==> src/rtl/pwmt_pkg.sv <==
package pwmt_pkg;

  // Waveform-generation codes; codes 4..7 fall back to free-running.
  localparam logic [2:0] WG_NORMAL = 3'd0;
  localparam logic [2:0] WG_PHASE  = 3'd1;
  localparam logic [2:0] WG_CTC    = 3'd2;
  localparam logic [2:0] WG_FAST   = 3'd3;

  // Register addresses on the write port.
  localparam logic [1:0] AD_MODE = 2'd0;
  localparam logic [1:0] AD_CMP  = 2'd1;
  localparam logic [1:0] AD_COM  = 2'd2;
  localparam logic [1:0] AD_PSEL = 2'd3;

  typedef enum logic [1:0] {
    CO_OFF    = 2'b00,
    CO_TOGGLE = 2'b01,
    CO_CLEAR  = 2'b10,
    CO_SET    = 2'b11
  } co_mode_e;

  function automatic logic is_pwm(input logic [2:0] m);
    return (m == WG_PHASE) || (m == WG_FAST);
  endfunction

  function automatic logic ps_running(input logic [2:0] sel);
    return (sel >= 3'd1) && (sel <= 3'd5);
  endfunction

  // log2 of the division ratio for each running prescale code.
  function automatic int unsigned ps_shift(input logic [2:0] sel);
    case (sel)
      3'd2:    return 3;
      3'd3:    return 6;
      3'd4:    return 8;
      3'd5:    return 10;
      default: return 0;
    endcase
  endfunction

endpackage

==> src/rtl/pwmt_regs.sv <==
module pwmt_regs
  import pwmt_pkg::*;
#(
  parameter int W = 8
) (
  input  logic         clk,
  input  logic         rst_n,
  input  logic         we,
  input  logic [1:0]   addr,
  input  logic [W-1:0] wdata,
  output logic [2:0]   mode,
  output co_mode_e     com,
  output logic [2:0]   psel,
  output logic [W-1:0] cmp_buf
);

  always_ff @(posedge clk) begin
    if (!rst_n) begin
      mode    <= WG_NORMAL;
      com     <= CO_OFF;
      psel    <= 3'd0;
      cmp_buf <= '0;
    end else if (we) begin
      case (addr)
        AD_MODE: mode    <= wdata[2:0];
        AD_CMP:  cmp_buf <= wdata;
        AD_COM:  com     <= co_mode_e'(wdata[1:0]);
        default: psel    <= wdata[2:0];
      endcase
    end
  end

endmodule

==> src/rtl/pwmt_prescaler.sv <==
module pwmt_prescaler
  import pwmt_pkg::*;
#(
  parameter int PS_W = 10
) (
  input  logic       clk,
  input  logic       rst_n,
  input  logic [2:0] sel,
  input  logic       restart,
  output logic       tick
);

  logic [PS_W-1:0] div_q;
  logic [PS_W-1:0] mask;
  logic            run;

  always_comb begin
    run  = ps_running(sel);
    mask = PS_W'((64'd1 << ps_shift(sel)) - 64'd1);
    tick = run && ((div_q & mask) == mask);
  end

  always_ff @(posedge clk) begin
    if (!rst_n || restart || !run) div_q <= '0;
    else                           div_q <= div_q + 1'b1;
  end

endmodule

==> src/rtl/pwmt_counter.sv <==
module pwmt_counter
  import pwmt_pkg::*;
#(
  parameter int W = 8
) (
  input  logic         clk,
  input  logic         rst_n,
  input  logic         tick,
  input  logic [2:0]   mode,
  input  logic [W-1:0] cmp_buf,
  output logic [W-1:0] cnt,
  output logic         down,
  output logic [W-1:0] cmp_act,
  output logic [W-1:0] cmp_eff,
  output logic         ovf_evt,
  output logic         match_evt,
  output logic         bottom_evt
);

  localparam logic [W-1:0] CMAX = '1;
  localparam logic [W-1:0] ONE  = W'(1);

  logic [W-1:0] cnt_n;
  logic         down_n;
  logic         pwm;
  logic         at_top;
  logic         reload;

  always_comb begin
    pwm     = is_pwm(mode);
    at_top  = (cnt == CMAX);
    cmp_eff = pwm ? cmp_act : cmp_buf;
    reload  = tick && at_top && !(mode == WG_PHASE && down);
    cnt_n   = cnt + ONE;
    down_n  = 1'b0;
    case (mode)
      WG_PHASE: begin
        if (!down) begin
          if (at_top) begin
            cnt_n  = CMAX - ONE;
            down_n = 1'b1;
          end
        end else if (cnt == '0) begin
          cnt_n  = ONE;
          down_n = 1'b0;
        end else begin
          cnt_n  = cnt - ONE;
          down_n = 1'b1;
        end
      end
      WG_CTC: begin
        if (cnt == cmp_eff) cnt_n = '0;
      end
      default: ;
    endcase
    match_evt  = tick && (cnt == cmp_eff);
    bottom_evt = tick && (mode == WG_PHASE) && down && (cnt == '0);
    ovf_evt    = tick && ((mode == WG_PHASE) ? (down && cnt == ONE) : at_top);
  end

  always_ff @(posedge clk) begin
    if (!rst_n) begin
      cnt     <= '0;
      down    <= 1'b0;
      cmp_act <= '0;
    end else begin
      if (tick) begin
        cnt  <= cnt_n;
        down <= down_n;
      end else if (mode != WG_PHASE) begin
        down <= 1'b0;
      end
      if (!pwm || reload) cmp_act <= cmp_buf;
    end
  end

endmodule

==> src/rtl/pwmt_wave.sv <==
module pwmt_wave
  import pwmt_pkg::*;
#(
  parameter int W = 8
) (
  input  logic         clk,
  input  logic         rst_n,
  input  logic         tick,
  input  logic [2:0]   mode,
  input  co_mode_e     com,
  input  logic [W-1:0] cnt,
  input  logic         down,
  input  logic [W-1:0] cmp_eff,
  input  logic         match_evt,
  input  logic         bottom_evt,
  output logic         wave_out,
  output logic         wave_en
);

  localparam logic [W-1:0] CMAX = '1;

  logic lvl;
  logic lvl_n;
  logic pwm;

  always_comb begin
    pwm   = is_pwm(mode);
    lvl_n = lvl;
    case (mode)
      WG_FAST: begin
        // set when wrapping to BOTTOM, clear on the match tick
        if (cnt == CMAX)    lvl_n = 1'b1;
        else if (match_evt) lvl_n = 1'b0;
      end
      WG_PHASE: begin
        if (bottom_evt)              lvl_n = (cmp_eff != '0);
        else if (match_evt && !down) lvl_n = (cmp_eff == CMAX);
        else if (match_evt && down)  lvl_n = 1'b1;
      end
      default: begin
        if (match_evt) begin
          case (com)
            CO_TOGGLE: lvl_n = ~lvl;
            CO_CLEAR:  lvl_n = 1'b0;
            CO_SET:    lvl_n = 1'b1;
            default:   lvl_n = lvl;
          endcase
        end
      end
    endcase
    wave_en  = pwm ? com[1] : (com != CO_OFF);
    wave_out = wave_en && ((pwm && com == CO_SET) ? ~lvl : lvl);
  end

  always_ff @(posedge clk) begin
    if (!rst_n)    lvl <= 1'b0;
    else if (tick) lvl <= lvl_n;
  end

endmodule

==> src/rtl/pwm_timer8.sv <==
module pwm_timer8
  import pwmt_pkg::*;
#(
  parameter int CNT_W = 8,
  parameter int PS_W  = 10
) (
  input  logic             clk,
  input  logic             rst_n,
  input  logic             cfg_we,
  input  logic [1:0]       cfg_addr,
  input  logic [CNT_W-1:0] cfg_wdata,
  output logic [CNT_W-1:0] count,
  output logic             wave_out,
  output logic             wave_en,
  output logic             ovf_flag,
  output logic             cmp_flag
);

  logic [2:0]       mode_q;
  co_mode_e         com_q;
  logic [2:0]       psel_q;
  logic [CNT_W-1:0] cmp_buf;
  logic [CNT_W-1:0] cmp_act;
  logic [CNT_W-1:0] cmp_eff;
  logic             tick;
  logic             down;
  logic             ps_restart;
  logic             ovf_evt;
  logic             match_evt;
  logic             bottom_evt;

  assign ps_restart = cfg_we && (cfg_addr == AD_PSEL);

  pwmt_regs #(.W(CNT_W)) u_regs (
    .clk(clk), .rst_n(rst_n), .we(cfg_we), .addr(cfg_addr), .wdata(cfg_wdata),
    .mode(mode_q), .com(com_q), .psel(psel_q), .cmp_buf(cmp_buf)
  );

  pwmt_prescaler #(.PS_W(PS_W)) u_ps (
    .clk(clk), .rst_n(rst_n), .sel(psel_q), .restart(ps_restart), .tick(tick)
  );

  pwmt_counter #(.W(CNT_W)) u_cnt (
    .clk(clk), .rst_n(rst_n), .tick(tick), .mode(mode_q), .cmp_buf(cmp_buf),
    .cnt(count), .down(down), .cmp_act(cmp_act), .cmp_eff(cmp_eff),
    .ovf_evt(ovf_evt), .match_evt(match_evt), .bottom_evt(bottom_evt)
  );

  pwmt_wave #(.W(CNT_W)) u_wave (
    .clk(clk), .rst_n(rst_n), .tick(tick), .mode(mode_q), .com(com_q),
    .cnt(count), .down(down), .cmp_eff(cmp_eff), .match_evt(match_evt),
    .bottom_evt(bottom_evt), .wave_out(wave_out), .wave_en(wave_en)
  );

  always_ff @(posedge clk) begin
    if (!rst_n) begin
      ovf_flag <= 1'b0;
      cmp_flag <= 1'b0;
    end else begin
      ovf_flag <= ovf_evt;
      cmp_flag <= match_evt;
    end
  end

endmodule

==> config.mk <==
export PLATFORM = sky130hd
export DESIGN_NAME = pwm_timer8
export DESIGN_NICKNAME = d
export VERILOG_FILES = /design/src/rtl/pwmt_pkg.sv /design/src/rtl/pwmt_regs.sv /design/src/rtl/pwmt_prescaler.sv /design/src/rtl/pwmt_counter.sv /design/src/rtl/pwmt_wave.sv /design/src/rtl/pwm_timer8.sv
export SDC_FILE = /design/constraint.sdc
export NUM_CORES = 1
export LEC_CHECK = 0
export ABC_AREA = 1
export CAP_MARGIN = 20
export CORE_ASPECT_RATIO = 0.75
export CORE_MARGIN = 1.5
export CORE_UTILIZATION = 53
export CTS_CLUSTER_DIAMETER = 80
export DETAILED_ROUTE_END_ITERATION = 7
export MAX_ROUTING_LAYER = met4
export PLACE_DENSITY = 0.82
export SLEW_MARGIN = 20
export SYNTH_ARGS = -nofsm -noshare
export SYNTH_HDL_FRONTEND = slang
export SYNTH_HIERARCHICAL = 1
export SYNTH_SLANG_ARGS = --single-unit
==> constraint.sdc <==
create_clock -name clk -period 2.5 [get_ports clk]
set_input_delay 0.5 -clock clk [delete_from_list [all_inputs] [get_ports clk]]
set_output_delay 0.5 -clock clk [all_outputs]
set_load 0.005 [all_outputs]
==> metrics.cfg, run 1 <==
[yosys]
syn_inst = 520
yosysSeqAreaShare = 0.289
yosysTopAreaCellShare = 0.289
synth_nets = 539
ys_ff_latch = 46
netlist_area_um2 = 3180
yosysUniqueCellTypes = 40
synth_area_leaders = dfxtp_1, nand2_1, inv_1
syn_avg_cell_area_um2 = 6.12
yosysTopAreaCell = dfxtp_1
ys_warn_count = 6

[cts]
path_clk_slew_ns = 0.10
cts_made_buffers = 5
clock-root-buffer = clkbuf_8
clkLatencyLatePin_ns = 0.31
post_cts_buffers = 0
cts_buffer_depth = 2
tritoncts = built
cts_sinks = 46
cts_max_level = 2

[sta]
maxSlewViolCount = 0
fin_skew_ns = 0.0116
setup_ws_ns = 0.200
max-slew-margin-rel = 0.653
whs_ns = 0.472
rsz0062_at_grt = no
hold_viol = 0
fmax_mhz = 435
finalSetupViolCount = 0
fin_crit_sh = 0.920
fin_crit_ns = 2.30
worst_pin_slew_ns = 0.518

[floorplan]
initial_core_util = 0.549
core_area_um2 = 5800
die_w_um = 92.5
rows = 24
die_h_um = 70.1
io_pins = 25
die_area_um2 = 6490

[grt]
antenna_found_initial = 0
grt_pass1_vias = 3116
overflow = 0
grt_first_pass_wirelength_um = 14600
grt_start_max_net_pins = 17
gr-usage-all-layers = 0.290

[setup_path]
path_common_cell = nand2_1
crit_cells = 19
crit_buf_inv = 4
path_delay_family = simple AND/OR/NAND/NOR gates
end_kind = register
path_cells = inv_2, nor2_2, or2_4, ha_1, inv_1, nand2_1, nand3_1, nand3_1, nor2_2, inv_4, nor3_4, inv_2, nor2_2, nor2_1, nand2_1, nand2_1, nand2_1, nand2_1, nor2_1
timing.rr.end = u_wave/lvl
reg2reg_from = u_regs/psel[2]
required_ns = 2.74
cp_slowest_cell = dfxtp_2
crit_arrival_ns = 2.54
crit_type = register to register
rr_worst_depth = 19
crit_fanout = 5
start_kind = register
cpPeakStageDelay_ns = 0.36
r2r_slack_ns = 0.20

[flow_run]
maxCapViolCount = 0

[route]
wl_per_cell_um = 13.5
drt_first_pass_iters = 5
dr.first_iter.drc_count = 341
routed-via-count = 3378
wl_um = 8490
avgViaCountPerCell = 5.36
drc = 0
ant_nets = 0

[layout]
final_cell_mix = nand2_1, inv_1, nor2_1, nand3_1, dfxtp_1
final_area_um2 = 3630
final_nets = 570
drive_gt1_frac = 0.111
final_common_cell = nand2_1
area_growth_pct = 13.9
antenna_cells = 0

[min_path]
whs_endpoint = u_cnt/cmp_act[7]
hp-start = u_cnt/cmp_act[7]
whs_path_depth = 2
hp-class = register to register

[power_and_ir_drop]
finalPower_uw = 1660
power_leakage_uw = 0.00167
ir_drop_mv = 0.242
power.density_nw_per_um2 = 458

[placement]
pre_cts_ws_ns = -0.0215
placement.io_buffers = 24
dp_hpwl_um = 6550
place.gp.congestion = 1.03
place_area_um2 = 3510

[run_status]
outcome = finished clean

-- synthesized netlist by cell type, drive strengths merged --
master    n
buf      10
conb      1
a31oi     6
nor2     75
ha        6
xnor2     1
nand4     5
o21bai    1
o21ai    20
inv      76
o211ai    2
dfxtp    46
a21oi    28
nor3      5
nand3b    2
and3      1
xor2      9
a211oi    1
or2       1
a41oi     1
o31ai     1
nand3    49
clkinv    1
clkbuf    2
nand2   170
-- report_power, final --
group,internal (µW),switching (µW)
Sequential,763,40.1
Clock,203,276
Combinational,142,238
Total,1110,554
-- sequential cells by signal, indices dropped and copies added (netlist names) --
register and flops:
cmp_flag 1, ovf_flag 1, u_cnt/cmp_act 8, u_cnt/cnt 8
u_cnt/down 1, u_ps/div_q 10, u_regs/cmp_buf 8, u_regs/com 2
u_regs/mode 3, u_regs/psel 3, u_wave/lvl 1
-- worst max path at each step --
stage / start / endpoint / slack [ns]
after floorplan: u_regs/psel[1] / u_wave/lvl / 0.08
after global placement: u_regs/psel[2] / u_wave/lvl / 0.15
after detailed placement: u_regs/psel[2] / u_wave/lvl / -0.02
after CTS: u_regs/psel[2] / u_wave/lvl / 0.06
after global routing: u_regs/psel[2] / u_wave/lvl / 0.01
final: u_regs/psel[2] / u_wave/lvl / 0.20
-- tightest hold or removal path: stages, from the launching register on --
cell and delay (ns):
dfxtp_1 0.33, nand2_1 0.06, a21oi_1 0.05
-- cells by family after synthesis --
kind of cell / Yosys count / share of synthesized area
and+or+nand+nor: 308 / 0.427
xor gates and xnor gates: 10 / 0.0275
other: 1 / 0.00118
DFF: 46 / 0.289
adders and majority gates: 6 / 0.0236
buffers and inverters: 89 / 0.122
AOI/OAI and AO/OA: 60 / 0.110
-- area by class of cell --
type | count | area [µm²]
Fill cell | 533 | 2170
Multi-Input combinational cell | 385 | 1890
Sequential cell | 46 | 925
Timing Repair Buffer | 36 | 330
Inverter | 77 | 294
Tap cell | 78 | 97.6
Clock buffer | 5 | 68.8
Clock inverter | 3 | 22.5
-- layer usage --
metal / up-vias / track usage / share of wire
met4: 0 / 0.0718 / 0.013
li1: 1684 / - / -
met2: 155 / 0.417 / 0.41
met5: - / - / 0
met3: 12 / 0.0621 / 0.099
met1: 1527 / 0.411 / 0.48
-- per-stage QoR --
step,setup TNS [ns],utilization,std cells
2_1_floorplan,0,-,520
3_3_place_gp,0,0.606,622
3_5_place_dp,-0.0215,0.606,622
4_1_cts,0,0.623,630
5_1_grt,0,0.626,630
6_report,0,0.626,630
-- repair_timing --
action	CTS	global route
resized for setup	2	8
hold buffers	0	0
pin swaps	0	1
setup endpoints to repair	1	3
No activity file was read; power rests on OpenSTA's default activity.
==> run 2, diff against run 1 <==
--- a/config.mk
+++ b/config.mk
@@ -14,7 +14,6 @@
 export DETAILED_ROUTE_END_ITERATION = 7
 export MAX_ROUTING_LAYER = met4
 export PLACE_DENSITY = 0.82
-export SLEW_MARGIN = 20
 export SYNTH_ARGS = -nofsm -noshare
 export SYNTH_HDL_FRONTEND = slang
 export SYNTH_HIERARCHICAL = 1
==> results of run 2 <==
Same layout as run 1: the final DEF is identical, and so are final timing and power.
